**src/rtl/bitops_pkg.sv**
```systemverilog
package bitops_pkg;

  // Operation codes carried on in_op.
  typedef enum logic [2:0] {
    OP_EXTRACT  = 3'd0,
    OP_INSERT   = 3'd1,
    OP_ROTR_IMM = 3'd2,
    OP_ROTR_REG = 3'd3,
    OP_SEXT_B   = 3'd4,
    OP_SEXT_H   = 3'd5,
    OP_HSWAP    = 3'd6,
    OP_RSVD     = 3'd7
  } bitop_e;

  // Selector for the byte-oriented helper.
  typedef enum logic [1:0] {
    BYT_SEXT_B = 2'd0,
    BYT_SEXT_H = 2'd1,
    BYT_HSWAP  = 2'd2
  } byte_sel_e;

endpackage

```
**src/rtl/bitops_field.sv**
```systemverilog
// Field extract and insert with range check.
module bitops_field #(
  parameter int W  = 32,
  parameter int SH = $clog2(W)
) (
  input  logic          is_insert,
  input  logic [W-1:0]  rs,
  input  logic [W-1:0]  rt,
  input  logic [SH-1:0] pos,
  input  logic [SH-1:0] fld,
  output logic [W-1:0]  res,
  output logic          bad
);
  localparam logic [SH+1:0] LIMIT = (SH+2)'(W);
  localparam logic [SH:0]   ONE   = (SH+1)'(1);

  logic [SH:0]   width;
  logic [SH+1:0] end_bit;
  logic [W-1:0]  mask;
  logic [W-1:0]  mask_at;
  logic [W-1:0]  ext_val;
  logic [W-1:0]  ins_val;

  always_comb begin
    if (is_insert) begin
      width   = {1'b0, fld} - {1'b0, pos} + ONE;
      end_bit = '0;
      bad     = (fld < pos);
    end else begin
      width   = {1'b0, fld} + ONE;
      end_bit = {2'b00, pos} + {1'b0, width};
      bad     = (end_bit > LIMIT);
    end
    // A shift by the full width yields zero, so mask becomes all ones.
    mask    = ~({W{1'b1}} << width);
    mask_at = mask << pos;
    ext_val = (rs >> pos) & mask;
    ins_val = (rt & ~mask_at) | ((rs << pos) & mask_at);
    if (bad)            res = '0;
    else if (is_insert) res = ins_val;
    else                res = ext_val;
  end
endmodule

```
**src/rtl/bitops_rotate.sv**
```systemverilog
// Rotate right by a variable amount.
module bitops_rotate #(
  parameter int W  = 32,
  parameter int SH = $clog2(W)
) (
  input  logic [W-1:0]  x,
  input  logic [SH-1:0] n,
  output logic [W-1:0]  y
);
  logic [2*W-1:0] dbl;

  always_comb begin
    dbl = {x, x} >> n;
    y   = dbl[W-1:0];
  end
endmodule

```
**src/rtl/bitops_bytes.sv**
```systemverilog
// Sign extension and per-halfword byte swap.
module bitops_bytes
  import bitops_pkg::*;
#(
  parameter int W = 32
) (
  input  byte_sel_e    sel,
  input  logic [W-1:0] x,
  output logic [W-1:0] y
);
  localparam int HALVES = W / 16;

  logic [W-1:0] swapped;

  for (genvar g = 0; g < HALVES; g++) begin : g_half
    assign swapped[16*g +: 8]     = x[16*g + 8 +: 8];
    assign swapped[16*g + 8 +: 8] = x[16*g +: 8];
  end

  always_comb begin
    unique case (sel)
      BYT_SEXT_B: y = {{(W-8){x[7]}}, x[7:0]};
      BYT_SEXT_H: y = {{(W-16){x[15]}}, x[15:0]};
      default:    y = swapped;
    endcase
  end
endmodule

```
**src/rtl/bitops_unit.sv**
```systemverilog
// Top: operation select, result mux and output register stage.
module bitops_unit
  import bitops_pkg::*;
#(
  parameter int DATA_W = 32,
  parameter int SH_W   = $clog2(DATA_W)
) (
  input  logic              clk,
  input  logic              rst_n,
  input  logic              in_valid,
  output logic              in_ready,
  input  logic [2:0]        in_op,
  input  logic [DATA_W-1:0] in_rs,
  input  logic [DATA_W-1:0] in_rt,
  input  logic [SH_W-1:0]   in_pos,
  input  logic [SH_W-1:0]   in_size,
  input  logic [DATA_W-1:0] in_amt,
  output logic              out_valid,
  input  logic              out_ready,
  output logic [DATA_W-1:0] out_data,
  output logic              out_unpred
);
  bitop_e            op;
  logic [DATA_W-1:0] fld_res;
  logic              fld_bad;
  logic [SH_W-1:0]   rot_n;
  logic [DATA_W-1:0] rot_res;
  byte_sel_e         byt_sel;
  logic [DATA_W-1:0] byt_res;
  logic [DATA_W-1:0] nxt_data;
  logic              nxt_bad;
  logic              accept;

  assign op = bitop_e'(in_op);

  bitops_field #(.W(DATA_W), .SH(SH_W)) u_field (
    .is_insert (op == OP_INSERT),
    .rs        (in_rs),
    .rt        (in_rt),
    .pos       (in_pos),
    .fld       (in_size),
    .res       (fld_res),
    .bad       (fld_bad)
  );

  // Only the low bits of the amount word steer the variable rotate.
  assign rot_n = (op == OP_ROTR_REG) ? in_amt[SH_W-1:0] : in_pos;

  bitops_rotate #(.W(DATA_W), .SH(SH_W)) u_rot (
    .x (in_rs),
    .n (rot_n),
    .y (rot_res)
  );

  always_comb begin
    unique case (op)
      OP_SEXT_B: byt_sel = BYT_SEXT_B;
      OP_SEXT_H: byt_sel = BYT_SEXT_H;
      default:   byt_sel = BYT_HSWAP;
    endcase
  end

  bitops_bytes #(.W(DATA_W)) u_bytes (
    .sel (byt_sel),
    .x   (in_rs),
    .y   (byt_res)
  );

  always_comb begin
    nxt_data = '0;
    nxt_bad  = 1'b0;
    unique case (op)
      OP_EXTRACT, OP_INSERT: begin
        nxt_data = fld_res;
        nxt_bad  = fld_bad;
      end
      OP_ROTR_IMM, OP_ROTR_REG:       nxt_data = rot_res;
      OP_SEXT_B, OP_SEXT_H, OP_HSWAP: nxt_data = byt_res;
      default:                        nxt_bad  = 1'b1;
    endcase
  end

  assign in_ready = !out_valid || out_ready;
  assign accept   = in_valid && in_ready;

  always_ff @(posedge clk) begin
    if (!rst_n) begin
      out_valid  <= 1'b0;
      out_data   <= '0;
      out_unpred <= 1'b0;
    end else if (accept) begin
      out_valid  <= 1'b1;
      out_data   <= nxt_data;
      out_unpred <= nxt_bad;
    end else if (out_ready) begin
      out_valid  <= 1'b0;
    end
  end
endmodule

```
**config.mk**
```make
export PLATFORM = sky130hd
export DESIGN_NAME = bitops_unit
export DESIGN_NICKNAME = d
export VERILOG_FILES = /design/src/rtl/bitops_pkg.sv /design/src/rtl/bitops_field.sv /design/src/rtl/bitops_rotate.sv /design/src/rtl/bitops_bytes.sv /design/src/rtl/bitops_unit.sv
export SDC_FILE = /design/constraint.sdc
export NUM_CORES = 1
export LEC_CHECK = 0
export BUFFER_PORTS_ARGS = -buffer_cell sky130_fd_sc_hd__buf_4
export CELL_PAD_IN_SITES_DETAIL_PLACEMENT = 0
export CELL_PAD_IN_SITES_GLOBAL_PLACEMENT = 1
export CORE_MARGIN = 4
export CORE_UTILIZATION = 41
export CTS_BUF_LIST = sky130_fd_sc_hd__clkbuf_2
export DETAILED_ROUTE_END_ITERATION = 16
export MAX_ROUTING_LAYER = met4
export PLACE_DENSITY = 0.81
export SETUP_SLACK_MARGIN = 0.2
export SLEW_MARGIN = 20
export SYNTH_ARGS = -nofsm -noshare
export SYNTH_HDL_FRONTEND = slang
export SYNTH_HIERARCHICAL = 1
export SYNTH_SLANG_ARGS = --single-unit
```
**constraint.sdc**
```tcl
create_clock -name clk -period 4.4 [get_ports clk]
set_input_delay 0 -clock clk [delete_from_list [all_inputs] [get_ports clk]]
set_output_delay 0 -clock clk [all_outputs]
set_load 0.05 [all_outputs]
```
# Yosys cells after proc, flatten, opt, wreduce, memory -nomap -nowiden
# Index checks and enable logic that the tools add are counted.
dict set report word_totals {
  reg_bits 34
  wordCells 48
  rom_bits 0
  inputBits 113
  mem_bits_rw 0
  latch_bits 0
  memories 0
}
dict set report op_classes {
  add_sub_neg 4
  magnitude_cmp 2
  shift 5
  n_reduce_logical 10
  muxes 11
  bitwise_logic 6
  div 0
  eq_ne 7
  mul 0
}
# op count
set ops {}
lappend ops {{AND 32 bit} 3}
lappend ops {{case mux 32 bit (3 select lines)} 1}
lappend ops {{2-to-1 mux 32 bit} 2}
lappend ops {{NOT 32 bit} 2}
lappend ops {{case mux 32 bit (2 select lines)} 1}
lappend ops {{left shift 32 x 5 -> 32 bit} 2}
lappend ops {{>> shifter 64 x 5 -> 32 bit} 1}
lappend ops {{bitwise OR 32 bit} 1}
lappend ops {{left shift 32 x 6 -> 32 bit (first input constant)} 1}
lappend ops {{>> shifter 32 x 5 -> 32 bit} 1}
lappend ops {{== test 3 bit (second input constant)} 3}
lappend ops {{adder 5 x 6 -> 7 bit} 1}
lappend ops {{> comparator 7 x 6 -> 1 bit (second input constant)} 1}
lappend ops {{adder 5 x 1 -> 6 bit (second input constant)} 1}
lappend ops {{adder 6 x 1 -> 6 bit (second input constant)} 1}
lappend ops {{== test 3 x 2 -> 1 bit (second input constant)} 2}
lappend ops {{2-to-1 mux 6 bit} 1}
lappend ops {{subtractor 5 x 5 -> 6 bit} 1}
lappend ops {{less-than comparator 5 bit} 1}
lappend ops {{2-to-1 mux 5 bit} 1}
lappend ops {{OR reduction 5 bit} 1}
lappend ops {{case mux 2 bit (2 select lines)} 1}
lappend ops {{OR reduction 2 bit} 2}
lappend ops {{== test 3 x 1 -> 1 bit (second input constant)} 1}
lappend ops {{10 further kinds} 12}

# Depth between registers and ports, before layout
# Gate-level depths: netlist of run 1.
dict set report depth {
  ltp_word 12
  ltp_mapped 20
}

# Modules after synthesis
# The synthesis of run 1 kept the hierarchy.
# mod n_inst area_each_um2 cells_per_inst seq_area_each_um2
set by_module_without_submodules {}
lappend by_module_without_submodules {bitops_field 1 6249.7 931 0.0}
lappend by_module_without_submodules {bitops_unit 1 1993.2 242 680.7}
lappend by_module_without_submodules {bitops_rotate 1 1946.9 116 0.0}
lappend by_module_without_submodules {bitops_bytes 1 529.3 71 0.0}

# Least setup slack after synthesis of run 1
# OpenSTA, ideal clock, no wires.
dict set report synth_timing {
  path_type {input to register}
  start {in in_pos[2]}
  end {reg out_data[17]}
  required_ns 4.283
  path_stages 17
  t_arrival_ns 4.071
  setup_ns 0.117
  slack_ns 0.211
  cell_sequence {inv_2 > buf_1 > buf_1 > ha_1 > nor2b_1 > nor2_1 > ha_1 > or3b_1 > o31ai_4 > and3_4 > o21ai_2 > o22ai_1 > mux2_1 > a2111oi_0 > nor2_1 > a2bb2oi_1 > a32o_1}
}
dict set report synth_via {
  elab_chain_cells 12
}
# element line
set synth_rtl {}
lappend synth_rtl {{from (decl)} bitops_unit.sv:15} ;# input logic [SH_W-1:0] in_pos,
lappend synth_rtl {{subtractor 5 x 5 -> 6 bit} bitops_field.sv:26} ;# width = {1'b0, fld} - {1'b0, pos} + ONE;
lappend synth_rtl {{adder 6 x 1 -> 6 bit} bitops_field.sv:26}
lappend synth_rtl {{2-to-1 mux 6 bit} bitops_field.sv:25} ;# if (is_insert) begin
lappend synth_rtl {{left shift 32 x 6 -> 32 bit} bitops_field.sv:35} ;# mask = ~({W{1'b1}} << width);
lappend synth_rtl {{NOT 32 bit} bitops_field.sv:35}
lappend synth_rtl {{left shift 32 x 5 -> 32 bit} bitops_field.sv:36} ;# mask_at = mask << pos;
lappend synth_rtl {{NOT 32 bit} bitops_field.sv:38} ;# ins_val = (rt & ~mask_at) | ((rs << pos) & mask_at);
lappend synth_rtl {{AND 32 bit} bitops_field.sv:38}
lappend synth_rtl {{bitwise OR 32 bit} bitops_field.sv:38}
lappend synth_rtl {{2-to-1 mux 32 bit} bitops_field.sv:40} ;# else if (is_insert) res = ins_val;
lappend synth_rtl {{2-to-1 mux 32 bit *} bitops_field.sv:39} ;# if (bad) res = '0;
lappend synth_rtl {{named net fld_res[17]} bitops_unit.sv:24} ;# logic [DATA_W-1:0] fld_res;
lappend synth_rtl {{case mux 32 bit (3 select lines) *} bitops_unit.sv:72} ;# unique case (op)
lappend synth_rtl {{to (signal assigned)} bitops_unit.sv:93} ;# out_data <= nxt_data;
lappend synth_rtl {{to (decl)} bitops_unit.sv:20} ;# output logic [DATA_W-1:0] out_data,
# Mark *: on every way through the listed nets, which the timed path passes. The rest lies on a longest branch.
# A chain may end at the register's enable or synchronous reset.

# Final worst setup path of run 1
dict set report layout_timing {
  start {in in_size[0]}
  end {reg out_unpred}
}
dict set report layout_via {
  elab_chain_cells 5
}
# element line
set layout_rtl {}
lappend layout_rtl {{from (decl)} bitops_unit.sv:16} ;# input logic [SH_W-1:0] in_size,
lappend layout_rtl {{adder 5 x 1 -> 6 bit} bitops_field.sv:30} ;# width = {1'b0, fld} + ONE;
lappend layout_rtl {{adder 5 x 6 -> 7 bit} bitops_field.sv:31} ;# end_bit = {2'b00, pos} + {1'b0, width};
lappend layout_rtl {{> comparator 7 x 6 -> 1 bit} bitops_field.sv:32} ;# bad = (end_bit > LIMIT);
lappend layout_rtl {{2-to-1 mux 1 bit *} bitops_field.sv:25}
lappend layout_rtl {{named net fld_bad} bitops_unit.sv:25} ;# logic fld_bad;
lappend layout_rtl {{case mux 1 bit (2 select lines) *} bitops_unit.sv:72}
lappend layout_rtl {{to (signal assigned)} bitops_unit.sv:94} ;# out_unpred <= nxt_bad;
lappend layout_rtl {{to (decl)} bitops_unit.sv:21} ;# output logic out_unpred
# Marked as above.

==> flow_summary.toml, run 1 <==
[detailed_routing]
routed_wirelength_um = 47900
wl_per_cell_um = 27.7
via_per_inst = 6.95
ant_nets = 0
vias = 12000
remaining_drc_errors = 0
dr.first_iter.drc_count = 1724
drt-pass1-iter-count = 8

[grt]
antenna_found_initial = 0
globalRouteTotalUtil_pct = 32.8
grtUsageMet3_pct = 4.10
gr-usage-met1_pct = 41.5
grt_overflow = 0
grt-busiest-layer = "met2"
met2_usage_pct = 51.2
first_global_vias = 11300
grt_max_degree = 86
grt_pass1_wl_um = 70500

[place]
dp_hpwl_um = 36100
dp.cells = 1719
dpl-instance-area_um2 = 11600
place.gp.congestion = 1.02
dp_slack_ps = 315
port_buffers = 120

[setup_path]
crit_path_top_delay_cell = "dlygate4sd3_1"
path_depth = 15
crit_path_end_kind = "flip-flop"
crit_family = "buffers and inverters"
endpoint = "out_unpred$_SDFFE_PN0P_"
arrival_ps = 4300
cp.buffers_inverters = 4
worstSetupPathType = "in2reg"
crit_required_ps = 4730
worstPathCellList = "buf_4 > ha_1 > xnor2_2 > inv_2 > ha_1 > a21o_1 > a21oi_1 > xnor2_1 > nor3_1 > o311ai_2 > and2_0 > buf_4 > a21boi_0 > a311oi_1 > dlygate4sd3_1"
ff2ff_path_depth = 3
timing.rr.end = "out_data[12]$_SDFFE_PN0P_"
cp-startpoint = "in_size[0]"
cp_max_fo = 12
critPathMaxStageDelay_ps = 570
startpoint_type = "primary input"
r2r_start = "out_valid$_SDFFE_PN0P_"
regToRegSetupSlack_ps = 2860

[min_path]
hp-start = "out_ready"
hold_path.class = "in2reg"

[floorplan]
die_w_um = 170
die_area_um2 = 28800
fp.dieH_um = 170
initial_core_util_pct = 42.1
ios = 148
row_count = 58
fp.coreArea_um2 = 25500

[timing]
tightestPinTransition_ps = 929
setup_viol = 0
clock-skew-final_ps = 10.2
max_slew_margin_pct = 38.0
period_share_pct = 90.3
rsz0062_at_grt = "false"
tns_ps = 0
setup_ws_ps = 426
finalHoldViolCount = 0
max_freq_mhz = 252
fin_crit_ps = 3970
drv_slew = 0

[synth]
synth.distinct_cells = 98
synth_top_cell_by_area = "mux4_2"
syn-num-nets = 1491
yosys.area.top_type_share_pct = 16.6
async_flop_share_pct = 0
ys_top_cells_by_count = "nor2_1, o21ai_0, mux2i_1"
syn_inst = 1360
synthTopCellsByArea = "mux4_2, mux2i_1, mux2_2, dfxtp_1, nor2_1"
netlist_area_um2 = 10700
yosysMostFrequentCell = "nor2_1"
synthFlopType = "dfxtp_1"
yosysSeqAreaShare_pct = 6.35
yosys_warnings = 6
synth-edff-count = 0
syn_avg_cell_area_um2 = 7.88
synth-seq-cells = 34

[clock_network]
cts.sinks = 34
clkTransAtPathRegs_ps = 160
cts_tree = "built"
cts_root_buf = "clkbuf_2"
numCtsBuffers = 5
ctsLongestPathBuffers = 2
htreeDepth = 2
clk-insertion-delay-late_ps = 380
cts.repair.resized = 0

[layout]
fillers = 2589
finalNonFillerCells = 1730
drive_above_1_share_pct = 26.9
n_antenna_cell = 0
syn2layout_area_growth_pct = 9.24
post-route-cell-area_um2 = 11700
fin_nets = 1530

[run]
cap_violations = 0

[outcome]
outcome = "completed"

[pwr]
p_leak_uw = 0.00475
total_power_uw = 2360
powerDensity_nw_per_um2 = 201
vdd_drop_max_uv = 169
[per-stage QoR]
step	utilization (%)	hold slack (ps)
after floorplan	-	108
after global placement	45.7	238
after detailed placement	45.7	257
after CTS	46.0	43.8
after global routing	46.0	65.4
final	46.0	57.9
[logic make-up (layout without fill, tap and decap cells)]
logic type / after synthesis / after routing / share of synthesized area [%]
mux: 268 / 268 / 35.5
simple gates: 383 / 383 / 16.3
xor+xnor: 7 / 7 / 0.642
fa+ha+maj: 21 / 21 / 2.53
compound gates: 437 / 437 / 29.0
flops: 34 / 34 / 6.35
buf+inv: 210 / 250 / 9.71
[worst reg2reg max path, delay by kind of cell (launching register included)]
kind | cells | cell delay (ps)
simple gates | 2 | 880
flops | 1 | 350
compound gates | 1 | 270
[state kept, by name, indices dropped and copies added (netlist names)]
register    cells
out_data       32
out_unpred      1
out_valid       1
[layout make-up]
type | count | area [um^2] | area share (%)
Timing Repair Buffer | 172 | 1310 | 11.2
Clock inverter | 2 | 8.76 | 0.0748
Clock buffer | 6 | 30.0 | 0.256
Tap cell | 330 | 413 | 3.53
Sequential cell | 34 | 681 | 5.81
Multi-Input combinational cell | 1116 | 9000 | 76.9
Inverter | 70 | 263 | 2.24
[worst min path at each step]
stage                                    to  slack [ps]  cells after the start
floorplan           out_unpred$_SDFFE_PN0P_         110                      1
global placement    out_unpred$_SDFFE_PN0P_         240                      2
detailed placement  out_unpred$_SDFFE_PN0P_         260                      2
CTS                  out_valid$_SDFFE_PN0P_          40                      3
global route         out_valid$_SDFFE_PN0P_          70                      3
finish               out_valid$_SDFFE_PN0P_          60                      3
[repair_timing]
item / in CTS / in global routing
hold endpoints to repair: 2 / 0
hold buffers: 3 / 0
buffers inserted: 0 / 0
[layer usage]
layer,part of all wire (%),vias to the layer above,wire (um)
li1,-,5280,-
met1,38,5753,18400
met2,46,812,21800
met3,9.3,172,4460
met4,6.7,0,3220
met5,0,-,0
[power breakdown]
| group | switching [uW] | leakage, uW | internal, uW |
|---|---|---|---|
| registers | 15.0 | 0.000279 | 333 |
| logic | 1130 | 0.00444 | 736 |
| clock network | 104 | 0.0000304 | 39.1 |
[placed cells by master, fill, tap and decap left out, drive strengths merged, types with 6 or more instances in the layout]
master   instances
a21o             7
o311ai           6
nand2          101
a21oi           77
a32o            33
buf            169
a2bb2oi         35
mux2            84
nor3            21
dfxtp           34
o32ai           12
o22ai           23
clkbuf           6
o21ai          122
nor2b           10
a31oi            8
ha              16
mux2i          105
nor2           162
o31ai           10
nand4           12
o211ai          20
nand3           25
inv             69
a221oi           6
nand2b          12
mux4            79
a211oi          21
nor4             7
Note: power is estimated with default switching activity, not from simulation.
==> run 2, diff against run 1 <==
BUFFER_PORTS_ARGS = not set   (was -buffer_cell sky130_fd_sc_hd__buf_4)
CAP_MARGIN = 20   (was not set)
CORE_UTILIZATION = 46   (was 41)
CTS_CLUSTER_SIZE = 28   (was not set)
DONT_BUFFER_PORTS = 1   (was not set)
PLACE_DENSITY = 0.82   (was 0.81)
==> run 2 against run 1 <==
Compared with the run above:
- the run now ends with negative hold slack left
- wire length decreased by 0.49%
- core utilization grew 1.1 points
- sequential power rose by 25%
- total power is 10% lower
- sequential cell count stayed put
- clock skew rose by 5.4 ps
- via count down 2.7%
- critical path type unchanged
- largest power group unchanged
- highest routed layer unchanged
==> flow_summary.toml, run 2 (same netlist as run 1, synthesis figures left out) <==
[outcome]
outcome = "finished, violations left"
violations = "negative hold slack"

[pwr]
p_leak_uw = 0.00409
sequentialPowerShare_pct = 20.5
clkPwrFrac_pct = 6.7
total_power_uw = 2120
swShare_pct = 51.9
vdd_drop_max_uv = 129
p_int_uw = 1020
p_comb_share_pct = 72.8
p_switching_uw = 1100
powerDensity_nw_per_um2 = 198

[floorplan]
fp.dieH_um = 161
initial_core_util_pct = 47.1
fp.coreArea_um2 = 22800
die_area_um2 = 25800
row_count = 55
ios = 148
die_w_um = 161

[layout]
post-route-util_pct = 47.0
reg_top3 = "out_data x32, out_unpred x1, out_valid x1"
fin_nets = 1394
fillers = 2315
post-route-cell-area_um2 = 10700
finalNonFillerCells = 1582
regMostFlops = "out_data"
drive_above_1_share_pct = 19.1
largest_reg_flops = 32
layout_commonest_cell = "nor2_1"
syn2layout_area_growth_pct = -0.0348
mostFrequentLayoutCells = "nor2_1, o21ai_0, mux2i_1"

[min_path]
hold_path.class = "in2reg"

[place]
dp_hpwl_um = 34500
dpl-instance-area_um2 = 10500
port_buffers = 0
place.gp.congestion = 1.06
dp.cells = 1561

[detailed_routing]
vias = 11700
wl_met2_um = 21100
top_layer = "met4"
wl_per_cell_um = 30.1
dr.first_iter.drc_count = 1838
ant_nets = 0
remaining_drc_errors = 0
routed_wirelength_um = 47700
wl_met3_um = 5410
via_per_inst = 7.39
drt-pass1-iter-count = 6
wl_met1_um = 17900

[clock_network]
cts_tree = "built"
ctsLongestPathBuffers = 2
post_cts_buffers = 0
htreeDepth = 2
cts.sinks = 34
cts_root_buf = "clkbuf_2"
numCtsBuffers = 5
clk-insertion-delay-late_ps = 380
clkTransAtPathRegs_ps = 170

[timing]
tns_ps = 0
hold_ws_ps = -6.35
setup_viol = 0
rsz0062_at_grt = "false"
max_freq_mhz = 251
max_slew_margin_pct = 25.3
drv_slew = 0
finalHoldViolCount = 2
period_share_pct = 90.7
clock-skew-final_ps = 15.6
fin_crit_ps = 3990
tightestPinTransition_ps = 1120

[grt]
globalRouteTotalUtil_pct = 36.2
antenna_found_initial = 6
grt_pass1_wl_um = 70000
grt_overflow = 0
grt_max_degree = 89
first_global_vias = 11000

[setup_path]
worstPathCellList = "inv_2 > ha_1 > nor2b_1 > nor2_1 > ha_1 > nor3_1 > a22o_1 > a32oi_1 > o22ai_2 > a21oi_2 > o22ai_1 > a221oi_2 > mux2i_2 > a211oi_1 > a2bb2oi_1 > a32o_1 > dlygate4sd3_1"
worstSetupPathType = "in2reg"
arrival_ps = 4280
crit_required_ps = 4690
crit_path_top_delay_cell = "dlygate4sd3_1"
cp_common_cell = "ha_1"
cp_max_fo = 77
startpoint_type = "primary input"
crit_path_end_kind = "flip-flop"
critPathMaxStageDelay_ps = 560

[run]
cap_violations = 0
## run 2: final timing paths
| kind | slack [ps] | from | to | depth (start not counted) |
|---|---|---|---|---|
| worst max-delay path | 410 | in_pos[2] | out_data[24]$_SDFFE_PN0P_ | 17 |
| worst min-delay path | -6 | in_op[2] | out_data[13]$_SDFFE_PN0P_ | 3 |
| worst max register to register | 1590 | out_valid$_SDFFE_PN0P_ | out_data[24]$_SDFFE_PN0P_ | 4 |
| worst min register to register | 810 | out_data[12]$_SDFFE_PN0P_ | out_data[12]$_SDFFE_PN0P_ | 1 |
## run 2: metal layers
metal | up-vias | global-route usage [%]
met1 | 5615 | 44.6
met4 | 0 | 20.1
met2 | 850 | 55.3
li1 | 5033 | -
met3 | 190 | 7.47
met5 | - | -
## run 2: final cells by class
class                           instances  area (um^2)  area share [%]
Antenna cell                            5         12.5           0.117
Multi-Input combinational cell       1116         9030            84.3
Inverter                               70          263            2.45
Timing Repair Buffer                   36          300            2.80
Clock inverter                          2         8.76          0.0817
Tap cell                              313          392            3.65
Clock buffer                            6         30.0           0.280
Sequential cell                        34          681            6.35
## run 2: per-stage QoR
step / hold slack, ps / setup WS, ps
2_1_floorplan: 108 / 211
3_3_place_gp: 112 / 473
3_5_place_dp: 116 / 390
4_1_cts: 0.693 / 447
5_1_grt: 7.99 / 238
6_report: -6.35 / 411
## run 2: power by group through the flow
stage          sequential (uW)  combinational, uW  clock [uW]
3_3_place_gp               442               1450           0
2_1_floorplan              436               1170           0
5_1_grt                    438               1630         152
4_1_cts                    436               1490         144
6_report                   435               1540         142
3_5_place_dp               443               1460           0
## run 2: what timing repair did
action | CTS | global route
hold buffers | 8 | 0
endpoints found under the hold margin | 34 | 0
setup endpoints to repair | 0 | 1
resized for setup | 0 | 5
## run 2: worst max-delay path: cells and delay by family
| family | cells | cell delay (ps) |
|---|---|---|
| muxes | 1 | 320 |
| buffers and inverters | 2 | 590 |
| AOI/OAI and AO/OA | 9 | 2100 |
| and+or+nand+nor | 3 | 470 |
| adders and majority gates | 2 | 760 |
==> run 3, diff against run 2 <==
ABC_CLOCK_PERIOD_IN_PS = 4400   (was not set)
CORE_ASPECT_RATIO = 0.8   (was not set)
==> run 3 against run 2 <==
Compared with the run above:
- clock-buffer cell count stayed put
- largest cell class unchanged
- die area hardly changed
- the run now ends clean
- highest routed layer unchanged
- global-route usage is 0.72 points higher
- sequential power hardly changed
==> flow_summary.toml, run 3 (same netlist as run 1, synthesis figures left out) <==
[outcome]
outcome = "completed"

[floorplan]
die_area_um2 = 25800
fp.coreArea_um2 = 22700
die_w_um = 179
row_count = 49
ios = 148
fp.dieH_um = 145
initial_core_util_pct = 47.3

[pwr]
p_int_uw = 1020
swShare_pct = 52.7
sequentialPowerShare_pct = 20.3
powerDensity_nw_per_um2 = 202
p_switching_uw = 1140
vdd_drop_max_uv = 135
p_leak_uw = 0.00411
p_comb_share_pct = 73.1
clkPwrFrac_pct = 6.7

[setup_path]
crit_path_end_kind = "flip-flop"
regToRegSetupSlack_ps = 1580
crit_required_ps = 4680
timing.rr.end = "out_data[1]$_SDFFE_PN0P_"
crit_path_top_delay_cell = "mux2_2"
ff2ff_path_depth = 4
worstSetupPathType = "in2reg"
startpoint_type = "primary input"
arrival_ps = 4180
worstPathCellList = "nand3b_1 > mux2_2 > mux4_2 > mux4_2 > mux2_2 > nor2_1 > o21ai_0 > dlygate4sd3_1 > a32o_1 > dlygate4sd3_1"
cp_max_fo = 26
crit_family = "multiplexers"
r2r_start = "out_valid$_SDFFE_PN0P_"
cp.buffers_inverters = 2
critPathMaxStageDelay_ps = 800

[place]
port_buffers = 0
dp_slack_ps = 272
dp.cells = 1557
place.gp.congestion = 1.02
dp_hpwl_um = 35400

[grt]
grt_pass1_wl_um = 69800
met2_usage_pct = 50.5
grt_max_degree = 89
first_global_vias = 10400
grt_overflow = 0
antenna_found_initial = 2
globalRouteTotalUtil_pct = 36.9
grt-busiest-layer = "met1"
gr-usage-met1_pct = 53.3
grtUsageMet3_pct = 12.0

[layout]
regMostFlops = "out_data"
finalNonFillerCells = 1576
reg_top3 = "out_data x32, out_unpred x1, out_valid x1"
largest_reg_flops = 32
syn2layout_area_growth_pct = -0.0581
layout_commonest_cell = "nor2_1"
mostFrequentLayoutCells = "nor2_1, o21ai_0, mux2i_1"
drive_above_1_share_pct = 18.9
fin_nets = 1398

[clock_network]
ctsLongestPathBuffers = 2
clkTransAtPathRegs_ps = 190
clk-insertion-delay-late_ps = 380
cts.repair.resized = 0
cts_tree = "built"
htreeDepth = 2
cts_root_buf = "clkbuf_2"
cts.sinks = 34
numCtsBuffers = 5

[timing]
setup_ws_ps = 500
tns_ps = 0
period_share_pct = 88.6
hold_ws_ps = 16.3
max_freq_mhz = 256
fin_crit_ps = 3900
rsz0062_at_grt = "false"
drv_slew = 0
tightestPinTransition_ps = 973
finalHoldViolCount = 0
setup_viol = 0
max_slew_margin_pct = 34.9
clock-skew-final_ps = 24.8

[run]
cap_violations = 0

[min_path]
hp-start = "in_op[2]"
hold_path.class = "in2reg"
whs_path_depth = 3
hold_path_end = "out_data[14]$_SDFFE_PN0P_"

[detailed_routing]
routed_wirelength_um = 48000
via_per_inst = 7.40
ant_nets = 0
dr.first_iter.drc_count = 2275
wl_per_cell_um = 30.5
drt-pass1-iter-count = 6
vias = 11700
remaining_drc_errors = 0
run 3: cell count changes in the layout (fill, tap and decap cells not counted), moves of 2 or more:
cell     delta
buf_4       +3
diode_2     -3
o22ai_1     +2
o22ai_2     -2
run 3: repair_timing:
action | 4_1_cts | 5_1_grt
endpoints found under the hold margin | 34 | 0
setup buffers | 0 | 0
hold buffers | 9 | 0
run 3: layout make-up:
cell class                      instances  area [um^2]
Clock buffer                            6         30.0
Multi-Input combinational cell       1116         9010
Sequential cell                        34          681
Clock inverter                          2         8.76
Inverter                               70          263
Tap cell                              306          383
Fill cell                            2304        12000
Timing Repair Buffer                   40          333
Antenna cell                            2         5.00
run 3: how the worst max path moves through the flow:
stage | startpoint | endpoint | slack [ps] | cells past startpoint
floorplan | in_pos[2] | out_data[17]$_SDFFE_PN0P_ | 210 | 17
global placement | in_pos[2] | out_data[23]$_SDFFE_PN0P_ | 370 | 16
detailed placement | in_pos[2] | out_data[23]$_SDFFE_PN0P_ | 270 | 16
CTS | in_op[2] | out_data[1]$_SDFFE_PN0P_ | 640 | 10
global route | in_pos[2] | out_data[17]$_SDFFE_PN0P_ | 410 | 16
finish | in_op[2] | out_data[1]$_SDFFE_PN0P_ | 500 | 10
run 3: power by group through the flow:
| stage | sequential (uW) | combinational, uW | clock (uW) |
|---|---|---|---|
| finish | 438 | 1580 | 144 |
| global route | 440 | 1660 | 160 |
| floorplan | 436 | 1170 | 0 |
| global placement | 445 | 1470 | 0 |
| CTS | 438 | 1510 | 146 |
| detailed placement | 445 | 1480 | 0 |
run 3: stage by stage:
stage	cell area (um^2)	total power [uW]	utilization [%]
after floorplan	10700	1610	-
after global placement	10600	1920	46.6
after detailed placement	10600	1920	46.6
after CTS	10700	2090	47.2
after global routing	10700	2260	47.2
final	10700	2160	47.2
run 3: worst reg2reg max path: stages (launching register included):
cell	delay, ps
dfxtp_1	670
nand2b_1	530
and4_2	660
a32o_1	320
dlygate4sd3_1	560
run 3: metal layers:
| metal | part of all wire (%) | vias up |
|---|---|---|
| met5 | 0 | - |
| li1 | - | 5044 |
| met2 | 40 | 969 |
| met4 | 2.8 | 0 |
| met1 | 41 | 5543 |
| met3 | 16 | 104 |
